<file path="config.mk">
export PLATFORM = sky130hd
export DESIGN_NAME = carrier_freq_bank
export DESIGN_NICKNAME = d
export VERILOG_FILES = /design/src/rtl/cfb_pkg.sv /design/src/rtl/cfb_regs.sv /design/src/rtl/cfb_pair_scan.sv /design/src/rtl/cfb_inc_gen.sv /design/src/rtl/carrier_freq_bank.sv
export SDC_FILE = /design/constraint.sdc
export NUM_CORES = 1
export LEC_CHECK = 0
export ABC_CLOCK_PERIOD_IN_PS = 4900
export BUFFER_PORTS_ARGS = -buffer_cell sky130_fd_sc_hd__buf_2
export CAP_MARGIN = 20
export CORE_AREA = 5 5 509 511
export DETAILED_ROUTE_END_ITERATION = 12
export DIE_AREA = 0 0 514 516
export PLACE_DENSITY = 0.3
export SYNTH_ARGS = -nofsm -noshare
export SYNTH_HDL_FRONTEND = slang
export SYNTH_SLANG_ARGS = --single-unit
</file>
<file path="constraint.sdc">
create_clock -name clk -period 4.9 [get_ports clk]
set_input_delay 1.47 -clock clk [delete_from_list [all_inputs] [get_ports clk]]
set_output_delay 1.47 -clock clk [all_outputs]
set_load 0.02 [all_outputs]
</file>
<file path="src/rtl/cfb_pkg.sv">
package cfb_pkg;
    typedef enum logic [1:0] {
        SEL_PTR  = 2'd0,
        SEL_CODE = 2'd1,
        SEL_SIDE = 2'd2,
        SEL_NONE = 2'd3
    } wsel_e;

    // Reference divider exponent: one code step is f_ref / 2^REF_DIV_LOG2
    localparam int REF_DIV_LOG2 = 11;
endpackage

</file>
<file path="src/rtl/cfb_regs.sv">
module cfb_regs
    import cfb_pkg::*;
#(
    parameter int NUM_CH   = 18,
    parameter int CODE_W   = 7,
    parameter int MAX_CODE = 101,
    parameter int PTR_W    = 6,
    parameter int PTR_MAX  = 53,
    localparam int CH_W    = $clog2(NUM_CH)
) (
    input  logic                           clk,
    input  logic                           rst_n,
    input  logic                           wr_en,
    input  logic [1:0]                     wr_sel,
    input  logic [7:0]                     wr_data,
    output logic [PTR_W-1:0]               ptr_o,
    output logic [NUM_CH-1:0][CODE_W-1:0]  codes_o,
    output logic [NUM_CH-1:0]              side_o,
    output logic                           err_o,
    output logic                           start_o
);
    typedef struct packed {
        logic [PTR_W-1:0]              ptr;
        logic [NUM_CH-1:0][CODE_W-1:0] code;
        logic [NUM_CH-1:0]             side;
        logic                          err;
    } regs_t;

    regs_t r_d, r_q;
    logic  ch_ok, code_legal, ptr_legal;
    logic [CH_W-1:0] ch_idx;

    always_comb begin
        r_d        = r_q;
        start_o    = 1'b0;
        ch_ok      = (r_q.ptr < PTR_W'(NUM_CH));
        ch_idx     = r_q.ptr[CH_W-1:0];
        code_legal = (wr_data <= 8'(MAX_CODE));
        ptr_legal  = (wr_data <= 8'(PTR_MAX));
        if (wr_en) begin
            case (wsel_e'(wr_sel))
                SEL_PTR: begin
                    if (ptr_legal) r_d.ptr = wr_data[PTR_W-1:0];
                end
                SEL_CODE: begin
                    if (!code_legal) begin
                        r_d.err = 1'b1;
                    end else if (ch_ok) begin
                        r_d.code[ch_idx] = wr_data[CODE_W-1:0];
                        start_o          = 1'b1;
                    end
                end
                SEL_SIDE: begin
                    if (ch_ok) begin
                        r_d.side[ch_idx] = wr_data[0];
                        start_o          = 1'b1;
                    end
                end
                default: ;
            endcase
        end
    end

    always_ff @(posedge clk) begin
        if (!rst_n) r_q <= '0;
        else        r_q <= r_d;
    end

    assign ptr_o   = r_q.ptr;
    assign codes_o = r_q.code;
    assign side_o  = r_q.side;
    assign err_o   = r_q.err;


    err_sticky_chk: assert property (@(posedge clk) disable iff (!rst_n)
        r_q.err |=> r_q.err);


    bad_code_ignored_chk: assert property (@(posedge clk) disable iff (!rst_n)
        (wr_en && wr_sel == SEL_CODE && wr_data > 8'(MAX_CODE)) |=> ($stable(r_q.code) && r_q.err));


    bad_ptr_ignored_chk: assert property (@(posedge clk) disable iff (!rst_n)
        (wr_en && wr_sel == SEL_PTR && wr_data > 8'(PTR_MAX)) |=> $stable(r_q.ptr));
endmodule

</file>
<file path="src/rtl/cfb_pair_scan.sv">
module cfb_pair_scan #(
    parameter int NUM_CH = 18,
    parameter int CODE_W = 7,
    localparam int CH_W  = $clog2(NUM_CH)
) (
    input  logic                          clk,
    input  logic                          rst_n,
    input  logic                          start,
    input  logic [NUM_CH-1:0][CODE_W-1:0] codes,
    input  logic [NUM_CH-1:0]             side,
    output logic                          busy_o,
    output logic                          hit_o,
    output logic [CH_W-1:0]               hit_ch_o
);
    typedef struct packed {
        logic            busy;
        logic [CH_W-1:0] i;
        logic [CH_W-1:0] j;
        logic            hit;
        logic [CH_W-1:0] hit_ch;
    } scan_t;

    scan_t s_d, s_q;
    logic [CODE_W-1:0] ca, cb, diff;
    logic [2:0]        need;
    logic              clash, last_pair;

    always_comb begin
        s_d       = s_q;
        ca        = codes[s_q.i];
        cb        = codes[s_q.j];
        diff      = (ca > cb) ? (ca - cb) : (cb - ca);
        need      = 3'd1 + {2'b00, side[s_q.i]} + {2'b00, side[s_q.j]};
        clash     = (ca != '0) && (cb != '0) && (diff < CODE_W'(need));
        last_pair = (s_q.i == CH_W'(NUM_CH - 2)) && (s_q.j == CH_W'(NUM_CH - 1));
        if (start) begin
            s_d.busy = 1'b1;
            s_d.i    = '0;
            s_d.j    = CH_W'(1);
        end else if (s_q.busy) begin
            if (clash) begin
                s_d.busy   = 1'b0;
                s_d.hit    = 1'b1;
                s_d.hit_ch = s_q.i;
            end else if (last_pair) begin
                s_d.busy = 1'b0;
                s_d.hit  = 1'b0;
            end else if (s_q.j == CH_W'(NUM_CH - 1)) begin
                s_d.i = s_q.i + CH_W'(1);
                s_d.j = s_q.i + CH_W'(2);
            end else begin
                s_d.j = s_q.j + CH_W'(1);
            end
        end
    end

    always_ff @(posedge clk) begin
        if (!rst_n) s_q <= '0;
        else        s_q <= s_d;
    end

    assign busy_o   = s_q.busy;
    assign hit_o    = s_q.hit;
    assign hit_ch_o = s_q.hit_ch;


    scan_starts_chk: assert property (@(posedge clk) disable iff (!rst_n)
        start |=> s_q.busy);


    result_held_chk: assert property (@(posedge clk) disable iff (!rst_n)
        (!s_q.busy && !start) |=> ($stable(s_q.hit) && $stable(s_q.hit_ch)));


    hit_not_last_chk: assert property (@(posedge clk) disable iff (!rst_n)
        s_q.hit |-> (s_q.hit_ch < CH_W'(NUM_CH - 1)));


    pair_order_chk: assert property (@(posedge clk) disable iff (!rst_n)
        s_q.busy |-> (s_q.i < s_q.j));
endmodule

</file>
<file path="src/rtl/cfb_inc_gen.sv">
module cfb_inc_gen
    import cfb_pkg::*;
#(
    parameter int NUM_CH  = 18,
    parameter int CODE_W  = 7,
    parameter int PHASE_W = 24,
    localparam int SH     = PHASE_W - REF_DIV_LOG2,
    localparam int NUM_CAR = NUM_CH * 3
) (
    input  logic                          clk,
    input  logic                          rst_n,
    input  logic [NUM_CH-1:0][CODE_W-1:0] codes,
    input  logic [NUM_CH-1:0]             side,
    output logic [NUM_CAR*PHASE_W-1:0]    inc_o
);
    for (genvar n = 0; n < NUM_CH; n++) begin : g_ch
        logic [PHASE_W-1:0] base, lo, mid, hi;
        logic               on, side_on;

        always_comb begin
            base    = PHASE_W'(codes[n]);
            on      = (codes[n] != '0);
            side_on = on && side[n];
            mid     = on ? ((base + PHASE_W'(1)) << SH) : '0;
            hi      = side_on ? ((base + PHASE_W'(2)) << SH) : '0;
            lo      = (side_on && codes[n] > CODE_W'(1)) ? (base << SH) : '0;
        end

        assign inc_o[(3*n+0)*PHASE_W +: PHASE_W] = lo;
        assign inc_o[(3*n+1)*PHASE_W +: PHASE_W] = mid;
        assign inc_o[(3*n+2)*PHASE_W +: PHASE_W] = hi;


        side_order_chk: assert property (@(posedge clk) disable iff (!rst_n)
            (lo != '0) |-> (hi > mid && mid > lo));
    end
endmodule

</file>
<file path="src/rtl/carrier_freq_bank.sv">
module carrier_freq_bank #(
    parameter int NUM_CH   = 18,
    parameter int CODE_W   = 7,
    parameter int MAX_CODE = 101,
    parameter int PTR_W    = 6,
    parameter int PTR_MAX  = 53,
    parameter int PHASE_W  = 24,
    localparam int CH_W    = $clog2(NUM_CH),
    localparam int NUM_CAR = NUM_CH * 3
) (
    input  logic                       clk,
    input  logic                       rst_n,
    input  logic                       wr_en,
    input  logic [1:0]                 wr_sel,
    input  logic [7:0]                 wr_data,
    output logic [PTR_W-1:0]           sel_ptr,
    output logic [CODE_W-1:0]          sel_code,
    output logic                       sel_side,
    output logic                       code_err,
    output logic                       scan_busy,
    output logic                       conflict,
    output logic [CH_W-1:0]            conflict_ch,
    output logic [NUM_CAR*PHASE_W-1:0] carrier_inc
);
    logic [NUM_CH-1:0][CODE_W-1:0] codes;
    logic [NUM_CH-1:0]             side;
    logic                          start;

    cfb_regs #(
        .NUM_CH(NUM_CH), .CODE_W(CODE_W), .MAX_CODE(MAX_CODE),
        .PTR_W(PTR_W), .PTR_MAX(PTR_MAX)
    ) u_regs (
        .clk(clk), .rst_n(rst_n), .wr_en(wr_en), .wr_sel(wr_sel), .wr_data(wr_data),
        .ptr_o(sel_ptr), .codes_o(codes), .side_o(side), .err_o(code_err), .start_o(start)
    );

    cfb_pair_scan #(.NUM_CH(NUM_CH), .CODE_W(CODE_W)) u_scan (
        .clk(clk), .rst_n(rst_n), .start(start), .codes(codes), .side(side),
        .busy_o(scan_busy), .hit_o(conflict), .hit_ch_o(conflict_ch)
    );

    cfb_inc_gen #(.NUM_CH(NUM_CH), .CODE_W(CODE_W), .PHASE_W(PHASE_W)) u_inc (
        .clk(clk), .rst_n(rst_n), .codes(codes), .side(side), .inc_o(carrier_inc)
    );

    always_comb begin
        if (sel_ptr < PTR_W'(NUM_CH)) begin
            sel_code = codes[sel_ptr[CH_W-1:0]];
            sel_side = side[sel_ptr[CH_W-1:0]];
        end else begin
            sel_code = '0;
            sel_side = 1'b0;
        end
    end
endmodule

</file>
[Yosys cells after proc, flatten, opt, wreduce, memory -nomap -nowiden]
Cells that the tools add are included.
Word-level totals
  logic and storage cells: 271
  bits of input ports: 13
  register bits: 168
  output and inout port bits: 1318
Cells by class
  reductions and logical operators: 73
  eq/ne operators: 6
  add/subtract/negate cells: 43
  bitwise logic cells: 5
  muxes and demuxes: 90
  $lt $le $gt $ge: 27
Operator list (count)
  2-to-1 mux 24 bit: 27
  2-to-1 mux 20 bit: 18
  2-to-1 mux 21 bit: 9
  adder 7 x 1 -> 8 bit, second input constant: 18
  adder 7 x 2 -> 8 bit, second input constant: 18
  nonzero test 7 bit: 20
  bitwise mux 126 bit: 1
  > comparator 7 x 1 -> 1 bit, second input constant: 18
  binary-select mux 7 bit (select 5 bit): 3
  2-to-1 mux 7 bit: 6
  logical AND 1 bit: 40
  demux 7 bit (select 5 bit): 1
  AND reduction 3 bit: 7
  2-to-1 mux 10 bit: 2
  bitwise mux 18 bit: 1
  less-than comparator 5 x 6 -> 1 bit, second input constant: 3
  2-to-1 mux 17 bit: 1
  binary-select mux 1 bit (select 5 bit): 3
  2-to-1 mux 5 bit: 3
  subtractor 7 bit: 2
  2-to-1 mux 1 bit: 12
  2-to-1 mux 11 bit: 1
  adder 5 x 1 -> 5 bit, second input constant: 2
  == test 5 bit, second input constant: 2
  other kinds (19): 26

[Longest topological paths before layout]
  depth in word-level cells: 9
  mapped depth: 24
  gate-level depth less buffers: 21

[By module]
Synthesis repeated with hierarchy kept, for this count alone.
Second synthesis, totals
  cells, all modules: 3059
  area, all modules: 24763.8 sq um
Modules (own cells, without submodules)
  cfb_inc_gen: times used 1, area each 13312.8 sq um, cells each 1925, seq. area each 0.0 sq um
  cfb_regs: times used 1, area each 6123.4 sq um, cells each 576, seq. area each 3022.9 sq um
  cfb_pair_scan: times used 1, area each 4097.7 sq um, cells each 433, seq. area each 340.3 sq um
  carrier_freq_bank: times used 1, area each 1229.9 sq um, cells each 125, seq. area each 0.0 sq um

[Worst setup path before layout]
No wires, ideal clock.
  path type: reg-to-reg
  from: register u_scan.s_q[6] (netlist bit)
  to: register u_scan.s_q[6] (netlist bit)
  slack: -364 ps
  period minus slack after synthesis: 5264 ps
  arrival time: 5129 ps
  stages on the path, launching flop included: 23
  path buffers: 2
  required time: 4766 ps
  library setup time: 134 ps
  cell sequence: dfxtp_1 -> buf_2 -> mux4_2 -> a22o_1 -> a221oi_1 -> o22a_1 -> inv_1 -> ha_1 -> and3_1 -> o21ai_0 -> a211oi_2 -> nor2_1 -> nand2_1 -> o21ai_0 -> ha_1 -> a21o_1 -> a21o_1 -> a221o_1 -> a41o_4 -> or4_4 -> buf_6 -> mux2i_1 -> a21oi_1
Between the ends
  word-level cells in the longest chain between the ends: 8
  elaborated cells on any way between the ends: 24
  those cells by class: add/sub: 4; order compare: 2; eq/ne: 3; mux: 10; reduce/logical: 5
RTL lines
  from (decl): RTL line cfb_pair_scan.sv:23  | scan_t s_d, s_q;
  from (signal assigned): RTL line cfb_pair_scan.sv:58  | if (!rst_n) s_q <= '0;
  from (signal assigned): RTL line cfb_pair_scan.sv:59  | else s_q <= s_d;
  binary-select mux 7 bit (select 5 bit): RTL line cfb_pair_scan.sv:31  | cb = codes[s_q.j];
  2-to-1 mux 7 bit (implied by the code): RTL line cfb_pair_scan.sv:31
  subtractor 7 bit / > comparator 7 bit (equally long branches): RTL line cfb_pair_scan.sv:32  | diff = (ca > cb) ? (ca - cb) : (cb - ca);
  2-to-1 mux 7 bit: RTL line cfb_pair_scan.sv:32
  less-than comparator 7 x 3 -> 1 bit: RTL line cfb_pair_scan.sv:34  | clash = (ca != '0) && (cb != '0) && (diff < CODE_W'(need));
  logical AND 1 bit: RTL line cfb_pair_scan.sv:34
  != test 2 bit (no source line)
  AND reduction 3 bit (no source line)
Several ways; a longest one is shown, not always the timed one. The select of a mux whose other input is x is not followed.
A chain may end at the register's enable or synchronous reset.

[Worst setup path in the final report]
  from: register u_scan.s_q[6] (netlist bit)
  to: register u_scan.s_q[15] (netlist bit)
Between the ends
  word-level cells in the longest chain between the ends: 8
  elaborated cells on any way between the ends: 18
  those cells by class: add/sub: 3; order compare: 2; eq/ne: 1; mux: 5; bitwise: 2; reduce/logical: 5
RTL lines (RTL line)
  binary-select mux 7 bit (select 5 bit): cfb_pair_scan.sv:31
  2-to-1 mux 7 bit (implied by the code): cfb_pair_scan.sv:31
  subtractor 7 bit / > comparator 7 bit (equally long branches): cfb_pair_scan.sv:32
  2-to-1 mux 7 bit: cfb_pair_scan.sv:32
  less-than comparator 7 x 3 -> 1 bit: cfb_pair_scan.sv:34
  logical AND 1 bit: cfb_pair_scan.sv:34
  inverter 1 bit (no source line)
  AND reduction 4 bit (no source line) (*)
Every way passes the cells marked *; elsewhere a longest branch is shown, timed or not. The select of a mux whose other input is x is not followed.

==> flow_metrics.env <==
export IMPL_run_status="complete, but fails checks"
export IMPL_violations_in_the_final_reports="setup timing"
export IMPL_die_height_um=516
export IMPL_io_pins=1331
export IMPL_synth_area_leader_cell="sky130_fd_sc_hd__buf_4"
export IMPL_drt_initial_drc_count=1246
export IMPL_worstPathArrival_ns=5.48
export IMPL_cts_hold_repair_buffers=0
export IMPL_clock_tree_from_tritoncts="built"
export IMPL_ys_seq_elements=168
export IMPL_post_synth_cell_area_avg_um2=7.612
export IMPL_max_cap_violations=0
export IMPL_gr_total_overflow=0
export IMPL_fin_ws_ns=-0.2073
export IMPL_timing_max_slew_rel_slack_pct=33.52
export IMPL_rsz0062_at_grt="true"
export IMPL_yosys_cell_count_top_type="sky130_fd_sc_hd__buf_4"
export IMPL_cts_root_buffer_cell="sky130_fd_sc_hd__clkbuf_16"
export IMPL_initial_utilization_pct=9.559
export IMPL_share_comb_of_total_power_pct=29.7
export IMPL_fp_dieArea_mm2=0.2652
export IMPL_finalClockSkew_ns=0.01818
export IMPL_clock_tree_htree_level_count=4
export IMPL_drtPass1Iterations=5
export IMPL_numCtsBuffers=17
export IMPL_power_frac_seq_pct=34.7
export IMPL_synthArstFlopShare_pct=0
export IMPL_timing_hold_worst_class="reg2reg"
export IMPL_largest_net_degree_at_the_start_of_global_routing=67
export IMPL_floorplan_rows=185
export IMPL_grt_pass1_wl_um=179200
export IMPL_syn_cell_area_mm2=0.02423
export IMPL_vias_per_cell=3.024
export IMPL_syn_inst=3183
export IMPL_worst_path_max_fanout=7
export IMPL_drive_gt1_share_pct=26.37
export IMPL_filler_cell_count=29581
export IMPL_initial_antenna_violation_count=22
export IMPL_fin_util_pct=11.95
export IMPL_synth_area_leaders="sky130_fd_sc_hd__buf_4, sky130_fd_sc_hd__dfxtp_1, sky130_fd_sc_hd__mux4_2"
export IMPL_switching_share_pct=41.78
export IMPL_totalWireLength_um=139200
export IMPL_drtAntennaViolNets=0
export IMPL_final_period_demand_of_the_worst_path_ns=5.107
export IMPL_synth_commonest_cells="sky130_fd_sc_hd__buf_4, sky130_fd_sc_hd__nor2_1, sky130_fd_sc_hd__nand2_1"
export IMPL_portBuffers=448
export IMPL_yosysSeqAreaShare_pct=13.88
export IMPL_grt_pass1_vias=20607
export IMPL_regToRegSetupSlack_ns=-0.21
export IMPL_synth_top_area_share_pct=27.73
export IMPL_gp_congestion=0.8293
export IMPL_clock_power_share_pct=35.6
export IMPL_max_vdd_ir_drop_mv=0.2411
export IMPL_gr_usage_all_layers_pct=9.671
export IMPL_core_region_area_mm2=0.2535
export IMPL_setup_viol=17
export IMPL_total_power_uw=3968
export IMPL_report_final_slew_viol_count=0
export IMPL_ys_warnings_count=0
export IMPL_clock_sink_count=168
export IMPL_p_leak_uw=0.01379
export IMPL_final_period_utilization_pct=104.2
export IMPL_ys_types=72
export IMPL_net_switching_power_of_the_design_uw=1658
export IMPL_synth_top_flop_cell="sky130_fd_sc_hd__dfxtp_1"
export IMPL_avgRoutedWirePerCell_um=19.44
export IMPL_final_hold_viol_count=0
export IMPL_timing_critical_path_from_type="flip-flop"
export IMPL_drc=0
export IMPL_synth_enable_flop_cells=0
export IMPL_worstMarginPinSlew_ns=0.9972
export IMPL_dp_hpwl_um=117400
export IMPL_maxClockFrequency_ghz=0.1958
export IMPL_end_kind="flip-flop"
export IMPL_power_density_cell_area_mw_per_mm2=131.0
export IMPL_cts_root_to_sink_buffers=2
export IMPL_crit_type="reg2reg"
export IMPL_cts_clk_slew_worst_paths_ns=0.08
export IMPL_via_count=21655
export IMPL_floorplan_die_width_um=514
export IMPL_clk_insertion_delay_late_ns=0.49
export IMPL_internal_power_uw=2310
export IMPL_area_growth_synth_to_final_pct=25.03
export IMPL_timing_critical_path_required_ns=5.27
export IMPL_final_net_count=3924
==> final cells by class <==
cell class                      instances  area, µm²  area share [%]
Inverter                               99      376.6           1.243
Multi-Input combinational cell       2674      16490           54.45
Sequential cell                       168       3381           11.16
Timing Repair Buffer                  816       5245           17.31
Antenna cell                            6      15.01         0.04956
Clock buffer                           17      425.4           1.404
Clock inverter                         15      143.9          0.4750
Tap cell                             3366       4212           13.90
==> worst max-delay path, cell delays in order, from the launching register on <==
cell	delay, ns
sky130_fd_sc_hd__dfxtp_4	0.43
sky130_fd_sc_hd__buf_12	0.15
sky130_fd_sc_hd__mux4_2	0.54
sky130_fd_sc_hd__a22o_4	0.27
sky130_fd_sc_hd__a221oi_4	0.25
sky130_fd_sc_hd__o22a_1	0.24
sky130_fd_sc_hd__inv_2	0.06
sky130_fd_sc_hd__ha_4	0.26
sky130_fd_sc_hd__and3_4	0.20
sky130_fd_sc_hd__o21ai_4	0.07
sky130_fd_sc_hd__a211oi_4	0.28
sky130_fd_sc_hd__nor2_4	0.09
sky130_fd_sc_hd__nand2_1	0.09
sky130_fd_sc_hd__o21ai_2	0.06
sky130_fd_sc_hd__ha_1	0.27
sky130_fd_sc_hd__a21o_1	0.16
sky130_fd_sc_hd__a21o_1	0.17
sky130_fd_sc_hd__a221o_1	0.28
sky130_fd_sc_hd__a41o_4	0.26
sky130_fd_sc_hd__buf_4	0.14
sky130_fd_sc_hd__buf_6	0.11
sky130_fd_sc_hd__o41ai_4	0.21
sky130_fd_sc_hd__buf_6	0.19
sky130_fd_sc_hd__nor3_1	0.07
sky130_fd_sc_hd__mux2i_1	0.15
==> final timing paths <==
kind                                    from                           to  depth (start not counted)
setup / recovery  u_scan.s_q[6]$_SDFFE_PN0P_  u_scan.s_q[15]$_SDFFE_PP0P_                         24
hold / removal     u_regs.err_o$_SDFFE_PN0P_    u_regs.err_o$_SDFFE_PN0P_                          1
setup reg to reg  u_scan.s_q[6]$_SDFFE_PN0P_  u_scan.s_q[15]$_SDFFE_PP0P_                         24
hold reg to reg    u_regs.err_o$_SDFFE_PN0P_    u_regs.err_o$_SDFFE_PN0P_                          1
==> cell usage in the layout (no fill, tap or decap), types with 5 or more instances in the layout <==
master	Yosys	final
sky130_fd_sc_hd__o22ai_1	7	7
sky130_fd_sc_hd__nor2b_1	15	14
sky130_fd_sc_hd__o21ai_0	27	21
sky130_fd_sc_hd__o22a_1	6	6
sky130_fd_sc_hd__buf_6	3	6
sky130_fd_sc_hd__and3_1	59	58
sky130_fd_sc_hd__inv_1	98	94
sky130_fd_sc_hd__mux2i_1	114	113
sky130_fd_sc_hd__clkbuf_16	0	17
sky130_fd_sc_hd__ha_1	133	129
sky130_fd_sc_hd__nor2_1	297	295
sky130_fd_sc_hd__nor4_1	18	18
sky130_fd_sc_hd__clkinv_4	0	7
sky130_fd_sc_hd__buf_12	0	15
sky130_fd_sc_hd__xnor2_1	107	106
sky130_fd_sc_hd__inv_6	0	5
sky130_fd_sc_hd__a22o_1	22	18
sky130_fd_sc_hd__nand2b_1	25	24
sky130_fd_sc_hd__a222oi_1	8	8
sky130_fd_sc_hd__diode_2	0	6
sky130_fd_sc_hd__o21ai_1	7	8
sky130_fd_sc_hd__buf_2	18	444
sky130_fd_sc_hd__mux4_2	87	87
sky130_fd_sc_hd__nand3_1	150	150
sky130_fd_sc_hd__xor2_1	61	61
sky130_fd_sc_hd__nor3_1	11	11
sky130_fd_sc_hd__a21oi_2	0	7
sky130_fd_sc_hd__buf_4	895	350
sky130_fd_sc_hd__nand2_1	249	248
sky130_fd_sc_hd__and2_1	146	145
sky130_fd_sc_hd__a21o_1	5	5
sky130_fd_sc_hd__conb_1	1	882
sky130_fd_sc_hd__a21oi_1	139	132
sky130_fd_sc_hd__o21a_1	5	5
sky130_fd_sc_hd__dfxtp_1	168	162
sky130_fd_sc_hd__nand4_1	21	21
==> sequential cells by signal, indices dropped and copies added, names as in the netlist <==
| register | cells |
|---|---|
| u_regs.side_o | 18 |
| u_scan.hit_o | 1 |
| u_scan.hit_ch_o | 5 |
| u_scan.s_q | 10 |
| u_regs.codes_o | 126 |
| u_regs.err_o | 1 |
| u_regs.ptr_o | 6 |
| u_scan.busy_o | 1 |
==> per-layer routing <==
metal / up-vias / part of all wire (%) / global-route usage, % / wire (µm)
met2: 1089 / 49 / 16.89 / 67960
met3: 76 / 6.0 / 1.577 / 8322
met1: 10603 / 43 / 12.51 / 60380
met5: - / 0 / 0 / 0
li1: 9887 / - / - / -
met4: 0 / 1.8 / 2.049 / 2570
==> power groups by stage <==
stage                     clock (µW)  combinational, µW  sequential, µW
after detailed placement           0               1050            1410
final                           1410               1180            1380
after floorplan                    0               1380            1410
after CTS                       1450               1120            1380
after global placement             0               1050            1410
after global routing            1490               1250            1380
==> what timing repair did <==
| item | 4_1_cts | 5_1_grt |
|---|---|---|
| buffers inserted | 15 | 8 |
| setup endpoints to repair | 17 | 17 |
| cloned | 2 | 0 |
| gates resized for setup | 40 | 25 |
| pin swaps | 25 | 19 |
| endpoints found under the hold margin | 0 | 0 |
==> cell families (layout without fill, tap and decap cells) <==
| family | after synthesis | after routing | synth area share, % |
|---|---|---|---|
| adder cells (fa/ha/maj) | 135 | 135 | 7.034 |
| AND/OR/NAND/NOR | 1013 | 1013 | 19.92 |
| flip-flops | 168 | 168 | 13.88 |
| multiplexers | 202 | 202 | 12.84 |
| AO/OA/AOI/OAI | 273 | 274 | 7.235 |
| XOR/XNOR | 168 | 168 | 6.073 |
| buffers and inverters | 1223 | 947 | 33.00 |
| other | 1 | 888 | 0.01548 |
==> per-stage QoR <==
step	instances	worst slack (ns)	setup TNS (ns)	cell area (µm²)	hold slack [ns]
floorplan	4064	0.003095	0	27630	0.4591
global placement	7099	-0.4912	-16.45	29210	0.4517
detailed placement	7099	-0.4607	-13.06	29210	0.4594
CTS	7148	-0.2365	-2.786	30100	0.4766
global route	7155	-0.3678	-5.135	30280	0.5010
finish	7161	-0.2073	-2.556	30290	0.4694
(Power assumes the default switching activity.)
